## src/rtl/xw_pkg.sv

```systemverilog
package xw_pkg;
  localparam int NUM_WIN   = 3;
  localparam int IO_IDX    = NUM_WIN - 1;
  localparam int ADDR_W    = 32;
  localparam int PAGE_LSB  = 20;                 // 1 MB granule
  localparam int HI_W      = ADDR_W - PAGE_LSB;  // 12 compared bits
  localparam int SZ_CODES  = 12;                 // codes 0..11 valid
  localparam int IO_CODE   = 4;                  // 16 MB fixed window
  localparam int SEL_W     = $clog2(2 * NUM_WIN + 1);
  localparam int SYS_SEL   = 2 * NUM_WIN;
  localparam int WIN_W     = $clog2(NUM_WIN);
  localparam int LOCK_BIT  = 14;
  localparam int RSTO_BIT  = 15;
  localparam logic [15:0] UNLOCK_KEY = 16'hA05F;

  typedef enum logic [2:0] {
    CYC_IACK  = 3'b000,
    CYC_IO    = 3'b001,
    CYC_MEM   = 3'b011,
    CYC_CFG   = 3'b101,
    CYC_MEMML = 3'b110
  } cyc_t;

  typedef struct packed {
    logic            en;
    logic [HI_W-1:0] base;
    logic [3:0]      code;
    logic [HI_W-1:0] map;
    logic [2:0]      ctype;
    logic            pass_low;
  } xw_dec_t;
endpackage

```

## src/rtl/xw_regs.sv

```systemverilog
module xw_regs
  import xw_pkg::*;
(
  input  logic                          clk,
  input  logic                          rst,
  input  logic                          reg_wr,
  input  logic [SEL_W-1:0]              reg_sel,
  input  logic [ADDR_W-1:0]             reg_wdata,
  output logic [ADDR_W-1:0]             reg_rdata,
  output xw_dec_t [NUM_WIN-1:0]         dec,
  output logic                          rst_out
);
  logic [NUM_WIN-1:0][31:0] base_q;
  logic [NUM_WIN-1:0][15:0] map_q;
  logic [15:0]              sys_q;
  logic                     locked;

  assign locked  = sys_q[LOCK_BIT];
  assign rst_out = sys_q[RSTO_BIT];

  always_ff @(posedge clk) begin
    if (rst) begin
      base_q <= '0;
      map_q  <= '0;
      sys_q  <= '0;
    end else if (reg_wr) begin
      if (int'(reg_sel) == SYS_SEL) begin
        if (!locked)
          sys_q <= reg_wdata[15:0];
        else if (reg_wdata[15:0] == UNLOCK_KEY)
          sys_q[LOCK_BIT] <= 1'b0;
      end else if (!locked) begin
        for (int w = 0; w < NUM_WIN; w++) begin
          if (int'(reg_sel) == 2 * w)
            base_q[w] <= (w == IO_IDX) ? {16'h0, reg_wdata[15:0]} : reg_wdata;
          if (int'(reg_sel) == 2 * w + 1)
            map_q[w] <= reg_wdata[15:0];
        end
      end
    end
  end

  always_ff @(posedge clk) begin
    if (rst) reg_rdata <= '0;
    else begin
      reg_rdata <= '0;
      for (int w = 0; w < NUM_WIN; w++) begin
        if (int'(reg_sel) == 2 * w)     reg_rdata <= base_q[w];
        if (int'(reg_sel) == 2 * w + 1) reg_rdata <= {16'h0, map_q[w]};
      end
      if (int'(reg_sel) == SYS_SEL) reg_rdata <= {16'h0, sys_q};
    end
  end

  for (genvar w = 0; w < NUM_WIN; w++) begin : g_field
    if (w == IO_IDX) begin : g_io
      assign dec[w].en       = base_q[w][0];
      assign dec[w].base     = {base_q[w][15:8], 4'h0};
      assign dec[w].code     = 4'(IO_CODE);
      assign dec[w].map      = {map_q[w][15:8], 4'h0};
      assign dec[w].ctype    = CYC_IO;
      assign dec[w].pass_low = 1'b1;
    end else begin : g_gen
      assign dec[w].en       = base_q[w][0];
      assign dec[w].base     = base_q[w][31:PAGE_LSB];
      assign dec[w].code     = base_q[w][7:4];
      assign dec[w].map      = map_q[w][15:4];
      assign dec[w].ctype    = map_q[w][3:1];
      assign dec[w].pass_low = map_q[w][0];
    end
  end


  lock_blocks_win_chk: assert property (@(posedge clk) disable iff (rst)
    (reg_wr && locked && int'(reg_sel) != SYS_SEL) |=> ($stable(base_q) && $stable(map_q)));

  lock_blocks_sys_chk: assert property (@(posedge clk) disable iff (rst)
    (reg_wr && locked && int'(reg_sel) == SYS_SEL && reg_wdata[15:0] != UNLOCK_KEY)
      |=> $stable(sys_q));

  key_unlocks_chk: assert property (@(posedge clk) disable iff (rst)
    (reg_wr && locked && int'(reg_sel) == SYS_SEL && reg_wdata[15:0] == UNLOCK_KEY)
      |=> !locked);
endmodule

```

## src/rtl/xw_window.sv

```systemverilog
module xw_window
  import xw_pkg::*;
(
  input  xw_dec_t           dec,
  input  logic [ADDR_W-1:0] lk_addr,
  output logic              match,
  output logic [ADDR_W-1:0] xaddr
);
  logic            code_ok;
  logic [HI_W-1:0] mask;
  logic [HI_W-1:0] hi;

  assign code_ok = (int'(dec.code) < SZ_CODES);
  assign mask    = code_ok ? ({HI_W{1'b1}} << dec.code) : '0;
  assign match   = dec.en && code_ok &&
                   (((lk_addr[ADDR_W-1:PAGE_LSB] ^ dec.base) & mask) == '0);
  assign hi      = (dec.map & mask) | (lk_addr[ADDR_W-1:PAGE_LSB] & ~mask);
  assign xaddr   = {hi, lk_addr[PAGE_LSB-1:2],
                    dec.pass_low ? lk_addr[1:0] : 2'b00};
endmodule

```

## src/rtl/xw_prio.sv

```systemverilog
module xw_prio
  import xw_pkg::*;
(
  input  logic                              clk,
  input  logic                              rst,
  input  logic                              lk_valid,
  input  logic [NUM_WIN-1:0]                match,
  input  logic [NUM_WIN-1:0][ADDR_W-1:0]    xaddr,
  input  xw_dec_t [NUM_WIN-1:0]             dec,
  output logic                              xl_hit,
  output logic                              xl_miss,
  output logic [WIN_W-1:0]                  xl_win,
  output logic [ADDR_W-1:0]                 xl_addr,
  output logic [2:0]                        xl_type,
  output logic                              xl_pass_low
);
  logic              any;
  logic [WIN_W-1:0]  sel;

  always_comb begin
    any = 1'b0;
    sel = '0;
    for (int w = NUM_WIN - 1; w >= 0; w--) begin
      if (match[w]) begin
        any = 1'b1;
        sel = WIN_W'(w);
      end
    end
  end

  always_ff @(posedge clk) begin
    if (rst) begin
      xl_hit      <= 1'b0;
      xl_miss     <= 1'b0;
      xl_win      <= '0;
      xl_addr     <= '0;
      xl_type     <= '0;
      xl_pass_low <= 1'b0;
    end else begin
      xl_hit  <= lk_valid && any;
      xl_miss <= lk_valid && !any;
      if (lk_valid && any) begin
        xl_win      <= sel;
        xl_addr     <= xaddr[sel];
        xl_type     <= dec[sel].ctype;
        xl_pass_low <= dec[sel].pass_low;
      end
    end
  end


  hit_miss_excl_chk: assert property (@(posedge clk) disable iff (rst)
    !(xl_hit && xl_miss));

  result_needs_req_chk: assert property (@(posedge clk) disable iff (rst)
    (xl_hit || xl_miss) |-> $past(lk_valid));

  win_range_chk: assert property (@(posedge clk) disable iff (rst)
    xl_hit |-> (int'(xl_win) < NUM_WIN));

  low_forced_chk: assert property (@(posedge clk) disable iff (rst)
    (xl_hit && !xl_pass_low) |-> (xl_addr[1:0] == 2'b00));

  io_type_chk: assert property (@(posedge clk) disable iff (rst)
    (xl_hit && int'(xl_win) == IO_IDX) |-> (xl_type == CYC_IO && xl_pass_low));
endmodule

```

## src/rtl/lb_xlate_windows.sv

```systemverilog
module lb_xlate_windows
  import xw_pkg::*;
(
  input  logic              clk,
  input  logic              rst,
  input  logic              reg_wr,
  input  logic [2:0]        reg_sel,
  input  logic [31:0]       reg_wdata,
  output logic [31:0]       reg_rdata,
  input  logic              lk_valid,
  input  logic [31:0]       lk_addr,
  output logic              xl_hit,
  output logic              xl_miss,
  output logic [1:0]        xl_win,
  output logic [31:0]       xl_addr,
  output logic [2:0]        xl_type,
  output logic              xl_pass_low,
  output logic              pci_rst_out
);
  xw_dec_t [NUM_WIN-1:0]           dec;
  logic    [NUM_WIN-1:0]           match;
  logic    [NUM_WIN-1:0][ADDR_W-1:0] xaddr;

  xw_regs u_regs (
    .clk       (clk),
    .rst       (rst),
    .reg_wr    (reg_wr),
    .reg_sel   (reg_sel),
    .reg_wdata (reg_wdata),
    .reg_rdata (reg_rdata),
    .dec       (dec),
    .rst_out   (pci_rst_out)
  );

  for (genvar w = 0; w < NUM_WIN; w++) begin : g_win
    xw_window u_win (
      .dec     (dec[w]),
      .lk_addr (lk_addr),
      .match   (match[w]),
      .xaddr   (xaddr[w])
    );
  end

  xw_prio u_prio (
    .clk         (clk),
    .rst         (rst),
    .lk_valid    (lk_valid),
    .match       (match),
    .xaddr       (xaddr),
    .dec         (dec),
    .xl_hit      (xl_hit),
    .xl_miss     (xl_miss),
    .xl_win      (xl_win),
    .xl_addr     (xl_addr),
    .xl_type     (xl_type),
    .xl_pass_low (xl_pass_low)
  );
endmodule

```

## config.mk

```make
export PLATFORM = sky130hd
export DESIGN_NAME = lb_xlate_windows
export DESIGN_NICKNAME = d
export VERILOG_FILES = /design/src/rtl/xw_pkg.sv /design/src/rtl/xw_regs.sv /design/src/rtl/xw_window.sv /design/src/rtl/xw_prio.sv /design/src/rtl/lb_xlate_windows.sv
export SDC_FILE = /design/constraint.sdc
export NUM_CORES = 1
export LEC_CHECK = 0
export ABC_AREA = 1
export BUFFER_PORTS_ARGS = -buffer_cell sky130_fd_sc_hd__clkbuf_2
export CORE_MARGIN = 1.5
export CORE_UTILIZATION = 53
export DETAILED_ROUTE_END_ITERATION = 6
export PLACE_DENSITY = 0.74
export SLEW_MARGIN = 10
export SYNTH_ARGS = -nofsm -noshare
export SYNTH_HDL_FRONTEND = slang
export SYNTH_SLANG_ARGS = --single-unit
```

## constraint.sdc

```tcl
create_clock -name clk -period 4.9 [get_ports clk]
set_input_delay 0.735 -clock clk [delete_from_list [all_inputs] [get_ports clk]]
set_output_delay 0.735 -clock clk [all_outputs]
set_load 0.01 [all_outputs]
```

==> results of run 1 <==
[cells in the final DEF, fill, tap and decap left out, types with 2 or more instances in the layout]
cell,n
o21ai_1,8
xor2_1,4
nand2_1,275
clkinv_1,3
clkbuf_8,8
clkinv_2,3
nand2_2,9
buf_4,12
o21bai_1,3
nand2_4,2
clkbuf_1,4
dfxtp_1,216
a21oi_1,150
nand3_1,39
o22ai_1,11
o221ai_1,13
o21ai_0,193
clkbuf_16,24
nor2_2,7
clkbuf_2,143
inv_1,129
nand3b_1,4
o211ai_2,2
nor2_1,175
xnor2_1,2
inv_2,15
inv_4,2
nand3_2,3
nor3_2,2
nand4_1,10
o211ai_1,13
nor3_1,4
[cells in the mapped netlist]
master / instances / share of area
nand3_2: 3 / 0.0031
o2111ai_1: 1 / 0.00091
nor2_8: 1 / 0.0021
nor2_4: 1 / 0.0012
nand2_1: 275 / 0.11
inv_4: 1 / 0.00065
nor3_1: 4 / 0.0021
inv_1: 130 / 0.051
o211ai_1: 13 / 0.010
o21ai_0: 193 / 0.10
nand2_4: 2 / 0.0023
clkbuf_1: 52 / 0.020
a221oi_1: 1 / 0.00091
buf_1: 1 / 0.00039
inv_2: 15 / 0.0059
nand3b_1: 4 / 0.0031
o221ai_1: 13 / 0.012
xnor2_1: 2 / 0.0018
clkinv_1: 3 / 0.0012
nand2_2: 9 / 0.0059
nand4_1: 10 / 0.0065
a21oi_1: 150 / 0.078
o21ai_1: 8 / 0.0042
buf_6: 3 / 0.0035
buf_4: 4 / 0.0031
nand3_4: 1 / 0.0018
inv_6: 1 / 0.00091
buf_8: 1 / 0.0016
o211ai_2: 2 / 0.0026
o31ai_1: 1 / 0.00078
dfxtp_1: 216 / 0.45
o21bai_1: 3 / 0.0023
xor2_1: 4 / 0.0036
o22ai_1: 11 / 0.0072
a21oi_2: 1 / 0.00091
nor2_2: 7 / 0.0046
nor3_2: 3 / 0.0031
nor2_1: 175 / 0.068
nand3_1: 39 / 0.020
buf_2: 6 / 0.0031
[state kept, by name, summed over array words and instances (netlist names)]
| register | cells |
|---|---|
| u_prio.xl_type | 3 |
| u_regs.reg_rdata | 32 |
| u_regs.map_q | 8 |
| u_regs.sys_q | 16 |
| u_prio.xl_win | 2 |
| u_regs.base_q | 37 |
| u_prio.xl_pass_low | 1 |
| u_prio.xl_addr | 32 |
| u_prio.xl_miss | 1 |
| u_regs.dec | 83 |
| u_prio.xl_hit | 1 |
[layout make-up]
class	instances	area [um2]	share of cell area
Clock buffer	36	725.7	0.06479
Timing Repair Buffer	155	805.8	0.07194
Clock inverter	7	80.08	0.007149
Sequential cell	216	4324	0.3861
Multi-Input combinational cell	937	4405	0.3933
Tap cell	229	286.5	0.02558
Inverter	150	573.1	0.05116
[how the worst max path moves through the flow]
stage | from | to | depth (start not counted)
2_1_floorplan | lk_addr[31] | u_prio.xl_addr[12]$_SDFFE_PP0P_ | 11
3_3_place_gp | reg_sel[1] | u_regs.sys_q[7]$_SDFFE_PP0P_ | 9
3_5_place_dp | reg_sel[2] | u_regs.sys_q[7]$_SDFFE_PP0P_ | 9
4_1_cts | reg_sel[1] | u_regs.sys_q[7]$_SDFFE_PP0P_ | 9
5_1_grt | reg_sel[0] | u_regs.dec[22]$_SDFFE_PP0P_ | 9
6_report | reg_sel[0] | u_regs.dec[20]$_SDFFE_PP0P_ | 9
[kinds of logic after synthesis]
kind of cell / count (synthesis)
buf+inv: 217
xor+xnor: 6
compound gates: 397
flops: 216
simple gates: 534
[per-layer routing]
| layer | global-route usage | share of wire |
|---|---|---|
| met3 | 0.06549 | 0.090 |
| met4 | 0.1275 | 0.040 |
| met2 | 0.4992 | 0.45 |
| met5 | 0 | 0 |
| met1 | 0.4259 | 0.42 |
[stage by stage]
step | hold slack (ns) | total power [mW]
6_report | 0.4494 | 3.972
5_1_grt | 0.4664 | 4.095
4_1_cts | 0.4445 | 3.976
3_5_place_dp | 0.4474 | 2.190
3_3_place_gp | 0.4401 | 2.185
2_1_floorplan | 0.4245 | 2.057
[critical path, cell delays in order]
cell	delay, ns
clkbuf_2	0.14
nor2_1	0.18
nand2_1	0.37
nor2_1	0.22
buf_4	0.26
clkinv_1	0.43
buf_4	0.39
o21ai_0	0.19
a21oi_1	0.06
[where the power goes]
part	total [mW]	internal (mW)	switching (mW)	leakage, nW
Sequential	1.84	1.80	0.0359	1.75
Clock	1.81	1.08	0.733	0.397
Combinational	0.320	0.0966	0.223	2.92
==> reports/metrics.yaml, run 1 <==
outcome:
  status: "completed"
cts:
  ctsRootBufferMaster: "clkbuf_16"
  clockBufferDepth: 3
  postCtsSetupBuffers: 0
  cts_tree: "built"
  insertion_delay_ns: 0.53
  cts_buffers: 24
  ctsResizeCount: 0
  htreeDepth: 1
  clk_pin_slew_worst_paths_ns: 0.06
  ctsHoldBuffers: 0
  cts.sinks: 216
pwr:
  power.leakage_nw: 5.067
  ir_drop_mv: 0.2861
  cellPowerDensity_nw_per_um2: 354.6
drt:
  avgRoutedWirePerCell_um: 17.32
  first_pass_iters: 5
  ant_nets: 0
  viasPerCell: 5.504
  num_vias: 9522
  route.detailed.drc: 0
  routed_wl_mm: 29.96
  drt_first_iter_violations: 938
timing:
  hold_viol: 0
  setup_viol: 0
  period_share: 0.5282
  fin_skew_ns: 0.01251
  timing.final.ws_setup_ns: 2.312
  tns_ns: 0
  grt_setup_unrepaired: "no"
  slew_headroom: 0.4488
  period_minus_slack_ns: 2.588
  slew_violations: 0
  worstMarginPinSlew_ns: 0.8237
  max_clock_freq_ghz: 0.3864
yosys:
  yosysWarnings: 0
  avgSynthCellArea_um2: 7.009
  synth_top_family_by_area: "simple AND/OR/NAND/NOR gates"
  synth-seq-cells: 216
  muxShareOfSynthArea: 0
  yosysSeqAreaShare: 0.4504
  synth_nets: 1441
  synth_xor_area_frac: 0.005473
  synthAdderAreaFrac: 0
  synth.distinct_cells: 40
  synth_area_um2: 9602
  synth_compound_area_frac: 0.2206
  synthCells: 1370
  yosys.area_share.simple: 0.2321
place:
  dpl.hpwl_mm: 21.26
  post_dp_cell_area_um2: 10400
  dp_cells: 1687
  pre_cts_ws_ns: 1.838
  place.gp.congestion: 0.9641
  port_buffers: 143
global_route:
  grt_pass1_vias: 8531
  antenna_found_initial: 0
  grt_max_degree: 84
  overflow: 0
  grt_use_total: 0.3175
  grt_pass1_wl_mm: 46.13
floorplanning:
  die_y_um: 137.6
  die_area_um2: 18930
  core_area_um2: 17840
  rows: 49
  pin_count: 144
  dieWidth_um: 137.6
  start_util: 0.5382
setup_path:
  cp-end-kind: "register"
  worstPathArrival_ns: 2.99
  reg2reg_from: "u_regs.dec[19]$_SDFFE_PP0P_"
  startpoint_type: "input port"
  crit_fanout: 26
  critPathRequiredTime_ns: 5.30
  r2r_cells: 13
  r2r_slack_ns: 2.50
  r2r-end: "u_prio.xl_addr[21]$_SDFFE_PP0P_"
  critical_path_class: "input port to register"
min_path:
  hold_end: "u_prio.xl_addr[5]$_SDFFE_PP0P_"
  worstHoldPathCells: 3
  hp-class: "input port to register"
  min_from: "lk_addr[5]"
final_layout:
  n_fill_cell: 1646
  post-route-cell-area_um2: 11200
  drive_above_1_share: 0.1612
  fin_util: 0.6278
  fin_nets: 1555
  finalNonFillerCells: 1730
  diodes: 0
  syn_to_final_growth_pct: 16.65
flow_run:
  maxCapViolCount: 0
(Power assumes the default switching activity.)
==> run 2, diff against run 1 <==
==> constraint.sdc (replaced) <==
create_clock -name clk -period 2.57 [get_ports clk]
set_input_delay 0.3855 -clock clk [delete_from_list [all_inputs] [get_ports clk]]
set_output_delay 0.3855 -clock clk [all_outputs]
set_load 0.01 [all_outputs]
==> reports/metrics.yaml, run 2 (synthesis results as in run 1) <==
final_layout:
  fin_util: 0.6322
  multi_input_area_um2: 4405
  finalNonFillerCells: 1740
  final_cell_mix: "nand2_1 (275), dfxtp_1 (215), o21ai_0 (193)"
  regArea_um2: 4325
  fin_nets: 1569
  n_fill_cell: 1678
  syn_to_final_growth_pct: 17.47
  diodes: 0
  final_common_cell: "nand2_1"
  post-route-cell-area_um2: 11280
  largest_reg_flops: 83
  drive_above_1_share: 0.1681
timing:
  period_share: 0.9164
  max_clock_freq_ghz: 0.4246
  grt_setup_unrepaired: "no"
  hold_viol: 0
  slew_violations: 0
  tns_ns: 0
  slew_headroom: 0.5267
  fin_skew_ns: 0.01524
  period_minus_slack_ns: 2.355
  worstMarginPinSlew_ns: 0.7089
  setup_viol: 0
cts:
  insertion_delay_ns: 0.51
  cts_buffers: 23
  ctsRootBufferMaster: "clkbuf_16"
  cts_tree: "built"
  clockBufferDepth: 3
  htreeDepth: 1
  clk_pin_slew_worst_paths_ns: 0.06
  cts.sinks: 216
global_route:
  grt_pass1_vias: 8717
  grt_pass1_wl_mm: 47.25
  grt_use_total: 0.3258
  antenna_found_initial: 0
  overflow: 0
  grt_max_degree: 63
floorplanning:
  rows: 49
  dieWidth_um: 137.6
  start_util: 0.5382
  core_area_um2: 17840
  die_y_um: 137.6
  pin_count: 144
  die_area_um2: 18930
pwr:
  cellPowerDensity_nw_per_um2: 664.4
  p_int_mw: 5.666
  combPwrFrac: 0.085
  pwr-share-clk: 0.447
  power.leakage_nw: 5.125
  ir_drop_mv: 0.5732
  switching_share: 0.2439
  seqPwrFrac: 0.468
  p_sw_mw: 1.828
setup_path:
  cp-end-kind: "register"
  critPathRequiredTime_ns: 2.94
  critical_path_class: "register to register"
  startpoint_type: "register"
  worstPathArrival_ns: 2.73
  crit_fanout: 26
place:
  post_dp_cell_area_um2: 10520
  port_buffers: 143
  dp_cells: 1702
  dpl.hpwl_mm: 22.52
  place.gp.congestion: 1.052
drt:
  drt_first_iter_violations: 873
  first_pass_iters: 5
  ant_nets: 0
  avgRoutedWirePerCell_um: 17.92
  num_vias: 9735
  routed_wl_mm: 31.18
  viasPerCell: 5.595
  route.detailed.drc: 0
flow_run:
  maxCapViolCount: 0
outcome:
  status: "completed"
min_path:
  hp-class: "input port to register"
run 2: power groups by stage:
| stage | clock network [mW] | logic [mW] | registers, mW |
|---|---|---|---|
| floorplan | 0 | 0.365 | 3.56 |
| global placement | 0 | 0.616 | 3.57 |
| detailed placement | 0 | 0.622 | 3.58 |
| CTS | 3.38 | 0.625 | 3.50 |
| global route | 3.51 | 0.698 | 3.51 |
| finish | 3.35 | 0.635 | 3.51 |
run 2: worst paths after layout:
| kind | startpoint | end | slack, ns | cells after the start |
|---|---|---|---|---|
| min | lk_addr[4] | u_prio.xl_addr[4]$_SDFFE_PP0P_ | 0.12 | 3 |
| min reg2reg | u_regs.base_q[65]$_SDFFE_PP0P_ | u_regs.base_q[65]$_SDFFE_PP0P_ | 0.45 | 2 |
| max | u_regs.dec[52]$_SDFFE_PP0P_ | u_prio.xl_addr[0]$_SDFFE_PP0P_ | 0.21 | 13 |
| max reg2reg | u_regs.dec[52]$_SDFFE_PP0P_ | u_prio.xl_addr[0]$_SDFFE_PP0P_ | 0.21 | 13 |
run 2: final cells by class:
| cell class | count | share of cell area |
|---|---|---|
| Tap cell | 229 | 0.02540 |
| Clock inverter | 5 | 0.006656 |
| Clock buffer | 33 | 0.06057 |
| Sequential cell | 216 | 0.3835 |
| Timing Repair Buffer | 170 | 0.08253 |
| Inverter | 150 | 0.05080 |
| Multi-Input combinational cell | 937 | 0.3906 |
run 2: metrics by stage:
stage,total power [mW],hold WS (ns),setup slack [ns]
after floorplan,3.922,0.4245,0.8615
after global placement,4.191,0.4351,0.2226
after detailed placement,4.198,0.4403,0.2456
after CTS,7.505,0.1182,0.1973
after global routing,7.726,0.1313,0.1455
final,7.494,0.1214,0.2150
run 2: metal layers:
metal | vias up | track usage | wire length [um] | part of all wire
li1 | 4740 | - | - | -
met1 | 4499 | 0.4405 | 13480 | 0.43
met4 | 0 | 0.1234 | 1126 | 0.036
met2 | 415 | 0.5278 | 14330 | 0.46
met3 | 81 | 0.04562 | 2243 | 0.072
met5 | - | 0 | 0 | 0
run 2: timing repair:
action                     in CTS  in global routing
setup buffers                   0                  0
gates resized for setup         0                  1
hold buffers                    0                  0
setup endpoints to repair       0                  1
run 2: critical path, stage by stage (launching register included):
cell	delay, ns
dfxtp_1	0.60
inv_2	0.13
nand2_1	0.15
nor2_1	0.10
nand2_1	0.07
nand2_1	0.06
nor2_2	0.14
nand2_2	0.11
nor2_8	0.16
nand2_4	0.22
nand2_1	0.13
nand3_1	0.16
nand3_1	0.13
a21oi_1	0.07
